==> config.mk <==
export PLATFORM = sky130hd
export DESIGN_NAME = modem_port_regs
export DESIGN_NICKNAME = d
export VERILOG_FILES = /design/src/rtl/mdm_pkg.sv /design/src/rtl/mdm_sync.sv /design/src/rtl/mdm_ctrl.sv /design/src/rtl/mdm_status.sv /design/src/rtl/modem_port_regs.sv
export SDC_FILE = /design/constraint.sdc
export NUM_CORES = 1
export LEC_CHECK = 0
export CAP_MARGIN = 20
export CORE_MARGIN = 2
export CORE_UTILIZATION = 63
export CTS_BUF_LIST = sky130_fd_sc_hd__clkbuf_2
export CTS_CLUSTER_DIAMETER = 150
export DETAILED_ROUTE_END_ITERATION = 8
export DONT_BUFFER_PORTS = 1
export MAX_ROUTING_LAYER = met4
export PLACE_DENSITY = 0.79
export SETUP_SLACK_MARGIN = 0.5
export SYNTH_ARGS = -nofsm -noshare
export SYNTH_HDL_FRONTEND = slang
export SYNTH_SLANG_ARGS = --single-unit
==> constraint.sdc <==
create_clock -name clk -period 1.25 [get_ports clk]
set_input_delay 0.375 -clock clk [delete_from_list [all_inputs] [get_ports clk]]
set_output_delay 0.375 -clock clk [all_outputs]
set_load 0.005 [all_outputs]
==> src/rtl/mdm_pkg.sv <==
package mdm_pkg;
  localparam int unsigned NUM_LINES = 4;
  localparam int unsigned CTL_W     = 5;
  localparam int unsigned STAT_W    = 2 * NUM_LINES;

  // modem input line positions (shared by level and change fields)
  localparam int unsigned LN_CTS = 0;
  localparam int unsigned LN_DSR = 1;
  localparam int unsigned LN_RI  = 2;
  localparam int unsigned LN_DCD = 3;

  // control register bit positions
  localparam int unsigned CB_DTR  = 0;
  localparam int unsigned CB_RTS  = 1;
  localparam int unsigned CB_OUT1 = 2;
  localparam int unsigned CB_OUT2 = 3;
  localparam int unsigned CB_LOOP = 4;
endpackage

==> src/rtl/mdm_sync.sv <==
module mdm_sync #(
  parameter int unsigned WIDTH  = 4,
  parameter int unsigned STAGES = 2,
  parameter logic [WIDTH-1:0] RST_VAL = '1
) (
  input  logic             clk,
  input  logic             rst_n,
  input  logic [WIDTH-1:0] d_i,
  output logic [WIDTH-1:0] q_o
);
  logic [WIDTH-1:0] chain_q [STAGES];

  always_ff @(posedge clk) begin
    if (!rst_n) begin
      for (int s = 0; s < STAGES; s++) chain_q[s] <= RST_VAL;
    end else begin
      chain_q[0] <= d_i;
      for (int s = 1; s < STAGES; s++) chain_q[s] <= chain_q[s-1];
    end
  end

  assign q_o = chain_q[STAGES-1];
endmodule

==> src/rtl/mdm_ctrl.sv <==
module mdm_ctrl
  import mdm_pkg::*;
(
  input  logic                 clk,
  input  logic                 rst_n,
  input  logic                 wr_i,
  input  logic [CTL_W-1:0]     wdata_i,
  output logic [CTL_W-1:0]     ctl_o,
  output logic                 loop_o,
  output logic [NUM_LINES-1:0] pins_n_o
);
  logic [CTL_W-1:0] ctl_q;

  always_ff @(posedge clk) begin
    if (!rst_n)    ctl_q <= '0;
    else if (wr_i) ctl_q <= wdata_i;
  end

  assign ctl_o  = ctl_q;
  assign loop_o = ctl_q[CB_LOOP];

  // outputs idle (high) during loopback, else inverse of their bit
  for (genvar i = 0; i < NUM_LINES; i++) begin : g_pin
    assign pins_n_o[i] = ctl_q[CB_LOOP] | ~ctl_q[i];
  end
endmodule

==> src/rtl/mdm_status.sv <==
module mdm_status
  import mdm_pkg::*;
(
  input  logic                 clk,
  input  logic                 rst_n,
  input  logic [NUM_LINES-1:0] line_act_i,
  input  logic                 rd_clr_i,
  output logic [STAT_W-1:0]    status_o,
  output logic [NUM_LINES-1:0] set_o,
  output logic                 any_delta_o
);
  logic [NUM_LINES-1:0] prev_q;
  logic [NUM_LINES-1:0] delta_q;
  logic [NUM_LINES-1:0] set_w;

  for (genvar i = 0; i < NUM_LINES; i++) begin : g_line
    if (i == LN_RI) begin : g_trail
      assign set_w[i] = prev_q[i] & ~line_act_i[i];
    end else begin : g_any
      assign set_w[i] = prev_q[i] ^ line_act_i[i];
    end
  end

  always_ff @(posedge clk) begin
    if (!rst_n) begin
      prev_q  <= '0;
      delta_q <= '0;
    end else begin
      prev_q  <= line_act_i;
      delta_q <= (rd_clr_i ? '0 : delta_q) | set_w;
    end
  end

  assign status_o    = {line_act_i, delta_q};
  assign set_o       = set_w;
  assign any_delta_o = |delta_q;

  // ring turning active never raises its change flag
  assert_ri_trailing_only_R6: assert property (@(posedge clk) disable iff (!rst_n)
    (!prev_q[LN_RI] && line_act_i[LN_RI] && !delta_q[LN_RI]) |=> !delta_q[LN_RI]);

  // a change detected at the clearing edge survives the read
  assert_read_keeps_new_R7: assert property (@(posedge clk) disable iff (!rst_n)
    (rd_clr_i && (|set_w)) |=> (delta_q != '0));
endmodule

==> src/rtl/modem_port_regs.sv <==
module modem_port_regs
  import mdm_pkg::*;
#(
  parameter int unsigned SYNC_STAGES = 2
) (
  input  logic             clk,
  input  logic             rst_n,
  input  logic             cpu_sel_i,
  input  logic             cpu_wr_i,
  input  logic             cpu_rd_i,
  input  logic [CTL_W-1:0] cpu_wdata_i,
  output logic [7:0]       cpu_rdata_o,
  input  logic             irq_en_i,
  output logic             irq_o,
  output logic             drv_dis_o,
  input  logic             cts_n_i,
  input  logic             dsr_n_i,
  input  logic             ri_n_i,
  input  logic             dcd_n_i,
  output logic             dtr_n_o,
  output logic             rts_n_o,
  output logic             out1_n_o,
  output logic             out2_n_o
);
  logic [CTL_W-1:0]     ctl_w;
  logic                 loop_w;
  logic [NUM_LINES-1:0] pins_n_w;
  logic [NUM_LINES-1:0] ext_n_w;
  logic [NUM_LINES-1:0] ext_sync_n_w;
  logic [NUM_LINES-1:0] lb_act_w;
  logic [NUM_LINES-1:0] line_act_w;
  logic [NUM_LINES-1:0] set_w;
  logic [STAT_W-1:0]    status_w;
  logic                 any_delta_w;
  logic                 rd_stat_w;

  mdm_ctrl i_ctrl (
    .clk      (clk),
    .rst_n    (rst_n),
    .wr_i     (cpu_wr_i & ~cpu_sel_i),
    .wdata_i  (cpu_wdata_i),
    .ctl_o    (ctl_w),
    .loop_o   (loop_w),
    .pins_n_o (pins_n_w)
  );

  assign dtr_n_o  = pins_n_w[CB_DTR];
  assign rts_n_o  = pins_n_w[CB_RTS];
  assign out1_n_o = pins_n_w[CB_OUT1];
  assign out2_n_o = pins_n_w[CB_OUT2];

  assign ext_n_w[LN_CTS] = cts_n_i;
  assign ext_n_w[LN_DSR] = dsr_n_i;
  assign ext_n_w[LN_RI]  = ri_n_i;
  assign ext_n_w[LN_DCD] = dcd_n_i;

  mdm_sync #(.WIDTH(NUM_LINES), .STAGES(SYNC_STAGES), .RST_VAL('1)) i_sync (
    .clk   (clk),
    .rst_n (rst_n),
    .d_i   (ext_n_w),
    .q_o   (ext_sync_n_w)
  );

  assign lb_act_w[LN_CTS] = ctl_w[CB_RTS];
  assign lb_act_w[LN_DSR] = ctl_w[CB_DTR];
  assign lb_act_w[LN_RI]  = ctl_w[CB_OUT1];
  assign lb_act_w[LN_DCD] = ctl_w[CB_OUT2];

  assign line_act_w = loop_w ? lb_act_w : ~ext_sync_n_w;
  assign rd_stat_w  = cpu_rd_i & cpu_sel_i;

  mdm_status i_status (
    .clk         (clk),
    .rst_n       (rst_n),
    .line_act_i  (line_act_w),
    .rd_clr_i    (rd_stat_w),
    .status_o    (status_w),
    .set_o       (set_w),
    .any_delta_o (any_delta_w)
  );

  assign cpu_rdata_o = cpu_sel_i ? status_w : '0;
  assign irq_o       = irq_en_i & any_delta_w;
  assign drv_dis_o   = ~cpu_rd_i;

  // loopback keeps every modem output idle
  assert_lb_outputs_idle_R3: assert property (@(posedge clk) disable iff (!rst_n)
    loop_w |-> (dtr_n_o && rts_n_o && out1_n_o && out2_n_o));

  // a detected change with the enable held raises the request
  assert_irq_on_change_R9: assert property (@(posedge clk) disable iff (!rst_n)
    (irq_en_i && (|set_w)) |=> (irq_o || !irq_en_i));

  // a status read with no fresh change drops the request
  assert_irq_clear_on_read_R9: assert property (@(posedge clk) disable iff (!rst_n)
    (rd_stat_w && (set_w == '0)) |=> !irq_o);
endmodule

; ---- Word level (Yosys, flattened, before mapping)
; Memory sizes are Yosys's and may differ from the RTL's.
; Cells that the tools add are included.
[totals]
input_bits = 15
word_cells = 34
regBits = 13
output_inout_bits = 14
n_memories = 1
ram_bits = 8
[classes]
reduce_logical = 1
bitwise_logic = 22
mux = 7
[mem_list]
columns = name, words, width, read_ports, rd_clocked_by_memory_dff, write_ports, line
row1 = i_sync.chain_q, 2, 4, 2, 0, 2, mdm_sync.sv:11  ; logic [WIDTH-1:0] chain_q [STAGES];
[ops]
columns = cell, count
row1 = $mux 4, 4
row2 = $mux 8, 1
row3 = $not 1->1, 7
row4 = $or 1x1->1, 6
row5 = $and 1x1->1, 4
row6 = $not 4->4, 1
row7 = $or 4x4->4, 1
row8 = $reduce_or 4->1, 1
row9 = $xor 1x1->1, 3
row10 = $mux 1, 2

; ---- Longest topological paths before layout
[logic_depth]
word_depth = 5
ltp_mapped = 4
depth_no_buf = 3

; ---- Hierarchy
; From an unflattened synthesis, not the netlist that was laid out.
[hier_totals]
hier_cells = 90
area_unflattened_um2 = 885.8
[modules_own_cells]
columns = mod, cells_per_inst, area_per_inst_um2, n_inst, seq_area_each_um2
row1 = mdm_status, 29, 312.8, 1, 160.2
row2 = mdm_sync, 20, 240.2, 1, 160.2
row3 = mdm_ctrl, 21, 225.2, 1, 100.1
row4 = modem_port_regs, 20, 107.6, 1, 0.0

; ---- Least setup slack after synthesis
; No wires, ideal clock.
[synth_timing]
path_type = register to output
startpoint = register i_ctrl.ctl_q[4], in the netlist i_ctrl.ctl_o[4]
endpoint = output port cpu_rdata_o[6]
arrival_ns = 0.835
setup_slack_ns = 0.040
t_required_ns = 0.875
stages_incl_launch_ff = 5
n_path_buf = 1
cell_sequence = dfxtp_1 > buf_6 > and2b_1 > nor2_1 > and2_1
[synth_via]
elab_chain_len = 2
[synth_lines]
columns = item, line
row1 = from (decl), mdm_ctrl.sv:12  ; logic [CTL_W-1:0] ctl_q;
row2 = from (signal assigned), mdm_ctrl.sv:16  ; else if (wr_i) ctl_q <= wdata_i;
row3 = $mux 4, modem_port_regs.sv:69  ; assign line_act_w = loop_w ? lb_act_w : ~ext_sync_n_w;
row4 = $mux 8, modem_port_regs.sv:82  ; assign cpu_rdata_o = cpu_sel_i ? status_w : '0;
row5 = to (decl), modem_port_regs.sv:12  ; output logic [7:0] cpu_rdata_o,
; No other way between the ends.

; ---- Final worst setup path
; Same ends and word-level chain as after synthesis.

==> impl_metrics.prom <==
# TYPE chip_impl_metric gauge
chip_impl_metric{name="synth_enable_flop_cells",unit=""} 0
chip_impl_metric{name="timing.final.max_slew_violations",unit=""} 0
chip_impl_metric{name="p_seq_share",unit="%"} 61.0
chip_impl_info{name="ys_top_cells_by_area",value="sky130_fd_sc_hd__dfxtp_1 46%, sky130_fd_sc_hd__nand2b_1 10%, sky130_fd_sc_hd__mux2i_1 5.5%"} 1
chip_impl_metric{name="route.detailed.vias_per_inst",unit=""} 5.548
chip_impl_metric{name="die_outline_area",unit="sq um"} 1775
chip_impl_metric{name="track_usage",unit="%"} 19.67
chip_impl_metric{name="number_of_antenna_violations_at_the_first_check_in_global_routing",unit=""} 0
chip_impl_metric{name="swShare",unit="%"} 24.10
chip_impl_metric{name="insertion_delay_to_the_later_sink_of_the_worst_skew_pair",unit="ns"} 0.30
chip_impl_info{name="failed_checks",value="negative setup slack"} 1
chip_impl_metric{name="p_int",unit="W"} 0.0009191
chip_impl_metric{name="drv.max_cap_violation_count",unit=""} 0
chip_impl_info{name="synth.cells.most_frequent",value="21 x sky130_fd_sc_hd__dfxtp_1, 15 x sky130_fd_sc_hd__nand2b_1, 7 x sky130_fd_sc_hd__nor2b_1"} 1
chip_impl_metric{name="final.setup.worst_slack",unit="ns"} -0.2747
chip_impl_metric{name="maxSlewHeadroom",unit="%"} 86.94
chip_impl_metric{name="power",unit="W"} 0.001211
chip_impl_info{name="ys_dominant_reg_cell",value="sky130_fd_sc_hd__dfxtp_1"} 1
chip_impl_metric{name="min_period_over_period",unit="%"} 122.0
chip_impl_metric{name="postCtsHoldBufs",unit=""} 0
chip_impl_metric{name="clk_buf_depth",unit=""} 2
chip_impl_metric{name="drtIter0Drc",unit=""} 11
chip_impl_metric{name="finalCriticalPeriod",unit="ns"} 1.525
chip_impl_metric{name="yosysSeqAreaShare",unit="%"} 45.90
chip_impl_metric{name="switching_power",unit="W"} 0.0002919
chip_impl_metric{name="final_hold_viol_count",unit=""} 0
chip_impl_metric{name="portion_of_total_power_attributed_to_the_clock_network",unit="%"} 22.2
chip_impl_info{name="critical_path.endpoint_type",value="output port"} 1
chip_impl_info{name="synth_largest_area_cell",value="sky130_fd_sc_hd__dfxtp_1"} 1
chip_impl_metric{name="clk_pin_slew",unit="ns"} 0.19
chip_impl_metric{name="synth-warning-count",unit=""} 0
chip_impl_metric{name="fmaxAchievable",unit="GHz"} 0.6559
chip_impl_info{name="post-synth-top-count-cell",value="sky130_fd_sc_hd__dfxtp_1"} 1
chip_impl_metric{name="antenna_cells",unit=""} 0
chip_impl_metric{name="vdd_drop_max",unit="V"} 0.0008205
chip_impl_metric{name="initial_utilization",unit="%"} 68.67
chip_impl_metric{name="dp_hpwl",unit="um"} 1060
chip_impl_metric{name="power.static_leakage",unit="nW"} 0.4548
chip_impl_metric{name="post_route_cells_drive_above_1_share",unit="%"} 48.00
chip_impl_metric{name="io_pins",unit=""} 29
chip_impl_metric{name="port_buffers",unit=""} 0
chip_impl_metric{name="num_rows",unit=""} 13
chip_impl_info{name="path_type_of_the_worst_setup_path",value="reg -> out"} 1
chip_impl_metric{name="worstPathMaxFanout",unit=""} 6
chip_impl_metric{name="fp.dieH",unit="um"} 42.13
chip_impl_metric{name="antenna_left",unit=""} 0
chip_impl_metric{name="crit_arrival",unit="ns"} 1.15
chip_impl_metric{name="gpl.final_weighted_congestion",unit=""} 0.7801
chip_impl_metric{name="postSynth.asyncResetShare",unit="%"} 0
chip_impl_info{name="rsz0062_at_grt",value="true"} 1
chip_impl_info{name="crit_path_start_kind",value="register"} 1
chip_impl_metric{name="syn_to_final_growth",unit="%"} 23.77
chip_impl_metric{name="cts_made_buffers",unit=""} 3
chip_impl_metric{name="grt_pass1_wl",unit="um"} 2656
chip_impl_info{name="hold_path.class",value="in -> reg"} 1
chip_impl_metric{name="htree_num_levels",unit=""} 1
chip_impl_metric{name="yosys.area.top_type_share",unit="%"} 45.90
chip_impl_metric{name="die-width",unit="um"} 42.13
chip_impl_metric{name="synth.ff_latch_count",unit=""} 21
chip_impl_metric{name="final_core_utilization",unit="%"} 84.99
chip_impl_metric{name="drt-pass1-iter-count",unit=""} 4
chip_impl_metric{name="postSynthCellCount",unit=""} 90
chip_impl_metric{name="core_outline_area",unit="sq um"} 1334
chip_impl_metric{name="synthesis.area",unit="sq um"} 915.9
chip_impl_metric{name="drc",unit=""} 0
chip_impl_metric{name="route.vias.total",unit=""} 638
chip_impl_metric{name="postSynthNetCount",unit=""} 105
chip_impl_metric{name="tightest_pin_transition",unit="ns"} 0.1956
chip_impl_metric{name="final_setup_viols",unit=""} 10
chip_impl_metric{name="routed_wire_length_per_instance",unit="um"} 14.78
chip_impl_metric{name="route.final.wire_length",unit="um"} 1700
chip_impl_metric{name="synthesis.area_per_instance",unit="sq um"} 10.18
chip_impl_metric{name="grt_remaining_overflow",unit=""} 0
chip_impl_metric{name="grt_pass1_vias",unit=""} 645
chip_impl_metric{name="p_per_area",unit="nW/um^2"} 1068
chip_impl_metric{name="cts.sink_count",unit=""} 21
chip_impl_info{name="tritoncts",value="built"} 1
chip_impl_metric{name="timing.critical_path.required",unit="ns"} 0.88
chip_impl_info{name="clock_tree.root_cell",value="sky130_fd_sc_hd__clkbuf_2"} 1
chip_impl_metric{name="synth.lib_cells_used.distinct",unit=""} 21
chip_impl_metric{name="grt_start_max_net_pins",unit=""} 28
chip_impl_info{name="outcome",value="complete, but fails checks"} 1
chip_impl_metric{name="power_frac_comb",unit="%"} 16.8
chip_impl_metric{name="fin_worst_skew",unit="ns"} 0.001594
chip_impl_metric{name="fin_nets",unit=""} 116
==> cells in the final DEF (no fill, tap or decap), types with 3 or more instances in the layout <==
cell type | Yosys | routed
sky130_fd_sc_hd__buf_6 | 1 | 6
sky130_fd_sc_hd__nand2b_1 | 15 | 12
sky130_fd_sc_hd__clkbuf_2 | 0 | 3
sky130_fd_sc_hd__nor2b_1 | 7 | 6
sky130_fd_sc_hd__dfxtp_2 | 0 | 6
sky130_fd_sc_hd__mux2i_1 | 5 | 5
sky130_fd_sc_hd__and3_4 | 0 | 6
sky130_fd_sc_hd__o211ai_2 | 3 | 3
sky130_fd_sc_hd__dfxtp_1 | 21 | 14
sky130_fd_sc_hd__nand2_1 | 5 | 5
sky130_fd_sc_hd__buf_4 | 1 | 4
sky130_fd_sc_hd__nand2b_4 | 3 | 6
sky130_fd_sc_hd__nand4b_1 | 3 | 3
sky130_fd_sc_hd__and2_4 | 3 | 9
sky130_fd_sc_hd__nand3_1 | 3 | 3
==> state kept, by name, summed over array words and instances, names as in the netlist <==
signal / cells
i_status.delta_q: 4
i_ctrl.ctl_o: 5
i_sync.chain_q: 8
i_status.prev_q: 4
==> metrics by stage <==
stage	cells	hold WS, ns	TNS (ns)	setup WS [ns]	cell area, sq um
global placement	102	0.3948	0	0.09699	947.2
finish	115	0.1203	-2.194	-0.2747	1134
floorplan	90	0.3863	0	0.06781	949.7
CTS	112	0.09759	-2.229	-0.2501	1055
global route	115	0.07206	-3.001	-0.3661	1134
detailed placement	102	0.3985	0	0.09225	947.2
==> what timing repair did <==
item,in CTS,in global routing
gates resized for setup,15,11
endpoints found under the setup margin,22,23
pin swaps,1,2
hold endpoints to repair,0,0
buffers inserted,6,3
cloned,0,0
==> path summary, 6_finish.rpt <==
| check | from | end | slack [ns] | cells after the start |
|---|---|---|---|---|
| worst max-delay path | i_ctrl.ctl_o[4]$_SDFFE_PN0P_ | cpu_rdata_o[6] | -0.27 | 3 |
| worst min-delay path | rst_n | i_sync.chain_q[0][3]$_SDFF_PN1_ | 0.12 | 1 |
| worst max register to register | i_ctrl.ctl_o[4]$_SDFFE_PN0P_ | i_status.delta_q[0]$_SDFF_PN0_ | 0.17 | 5 |
| worst min register to register | i_sync.chain_q[0][3]$_SDFF_PN1_ | i_sync.chain_q[0][7]$_SDFF_PN1_ | 0.43 | 1 |
==> kinds of logic (layout without fill, tap and decap cells) <==
family	after synthesis	after routing	synth area share (%)
DFF	21	21	45.90
muxes	5	5	5.465
AOI/OAI and AO/OA	6	6	6.694
and+or+nand+nor	53	53	38.39
buffers and inverters	5	15	3.552
==> area by class of cell <==
| cell class | count | area, sq um |
|---|---|---|
| well taps | 15 | 18.77 |
| flip-flops and latches | 21 | 431.7 |
| clock inverters | 1 | 5.005 |
| repair buffers | 10 | 97.59 |
| multi-input cells | 64 | 535.5 |
| fillers | 75 | 200.2 |
| clock buffers | 3 | 15.01 |
| inverters | 1 | 30.03 |
==> metal layers <==
layer / vias to the layer above / global-route usage (%) / share of wire (%)
li1: 316 / - / -
met1: 298 / 23.18 / 45
met2: 22 / 33.75 / 50
met3: 2 / 4.310 / 5.1
met4: 0 / 5.625 / 0.24
met5: - / - / 0
==> worst max-delay path: stages (launching register included) <==
cell	delay, ns
sky130_fd_sc_hd__dfxtp_4	0.41
sky130_fd_sc_hd__and2b_1	0.18
sky130_fd_sc_hd__nor2_2	0.10
sky130_fd_sc_hd__and2_4	0.15
==> power by group through the flow <==
stage	Sequential [W]	Combinational, W	Clock [W]
2_1_floorplan	0.000741	0.000138	0
3_3_place_gp	0.000749	0.000136	0
3_5_place_dp	0.000750	0.000139	0
4_1_cts	0.000736	0.000176	0.000279
5_1_grt	0.000744	0.000222	0.000313
6_report	0.000739	0.000204	0.000268
Note: power is estimated with default switching activity, not from simulation.
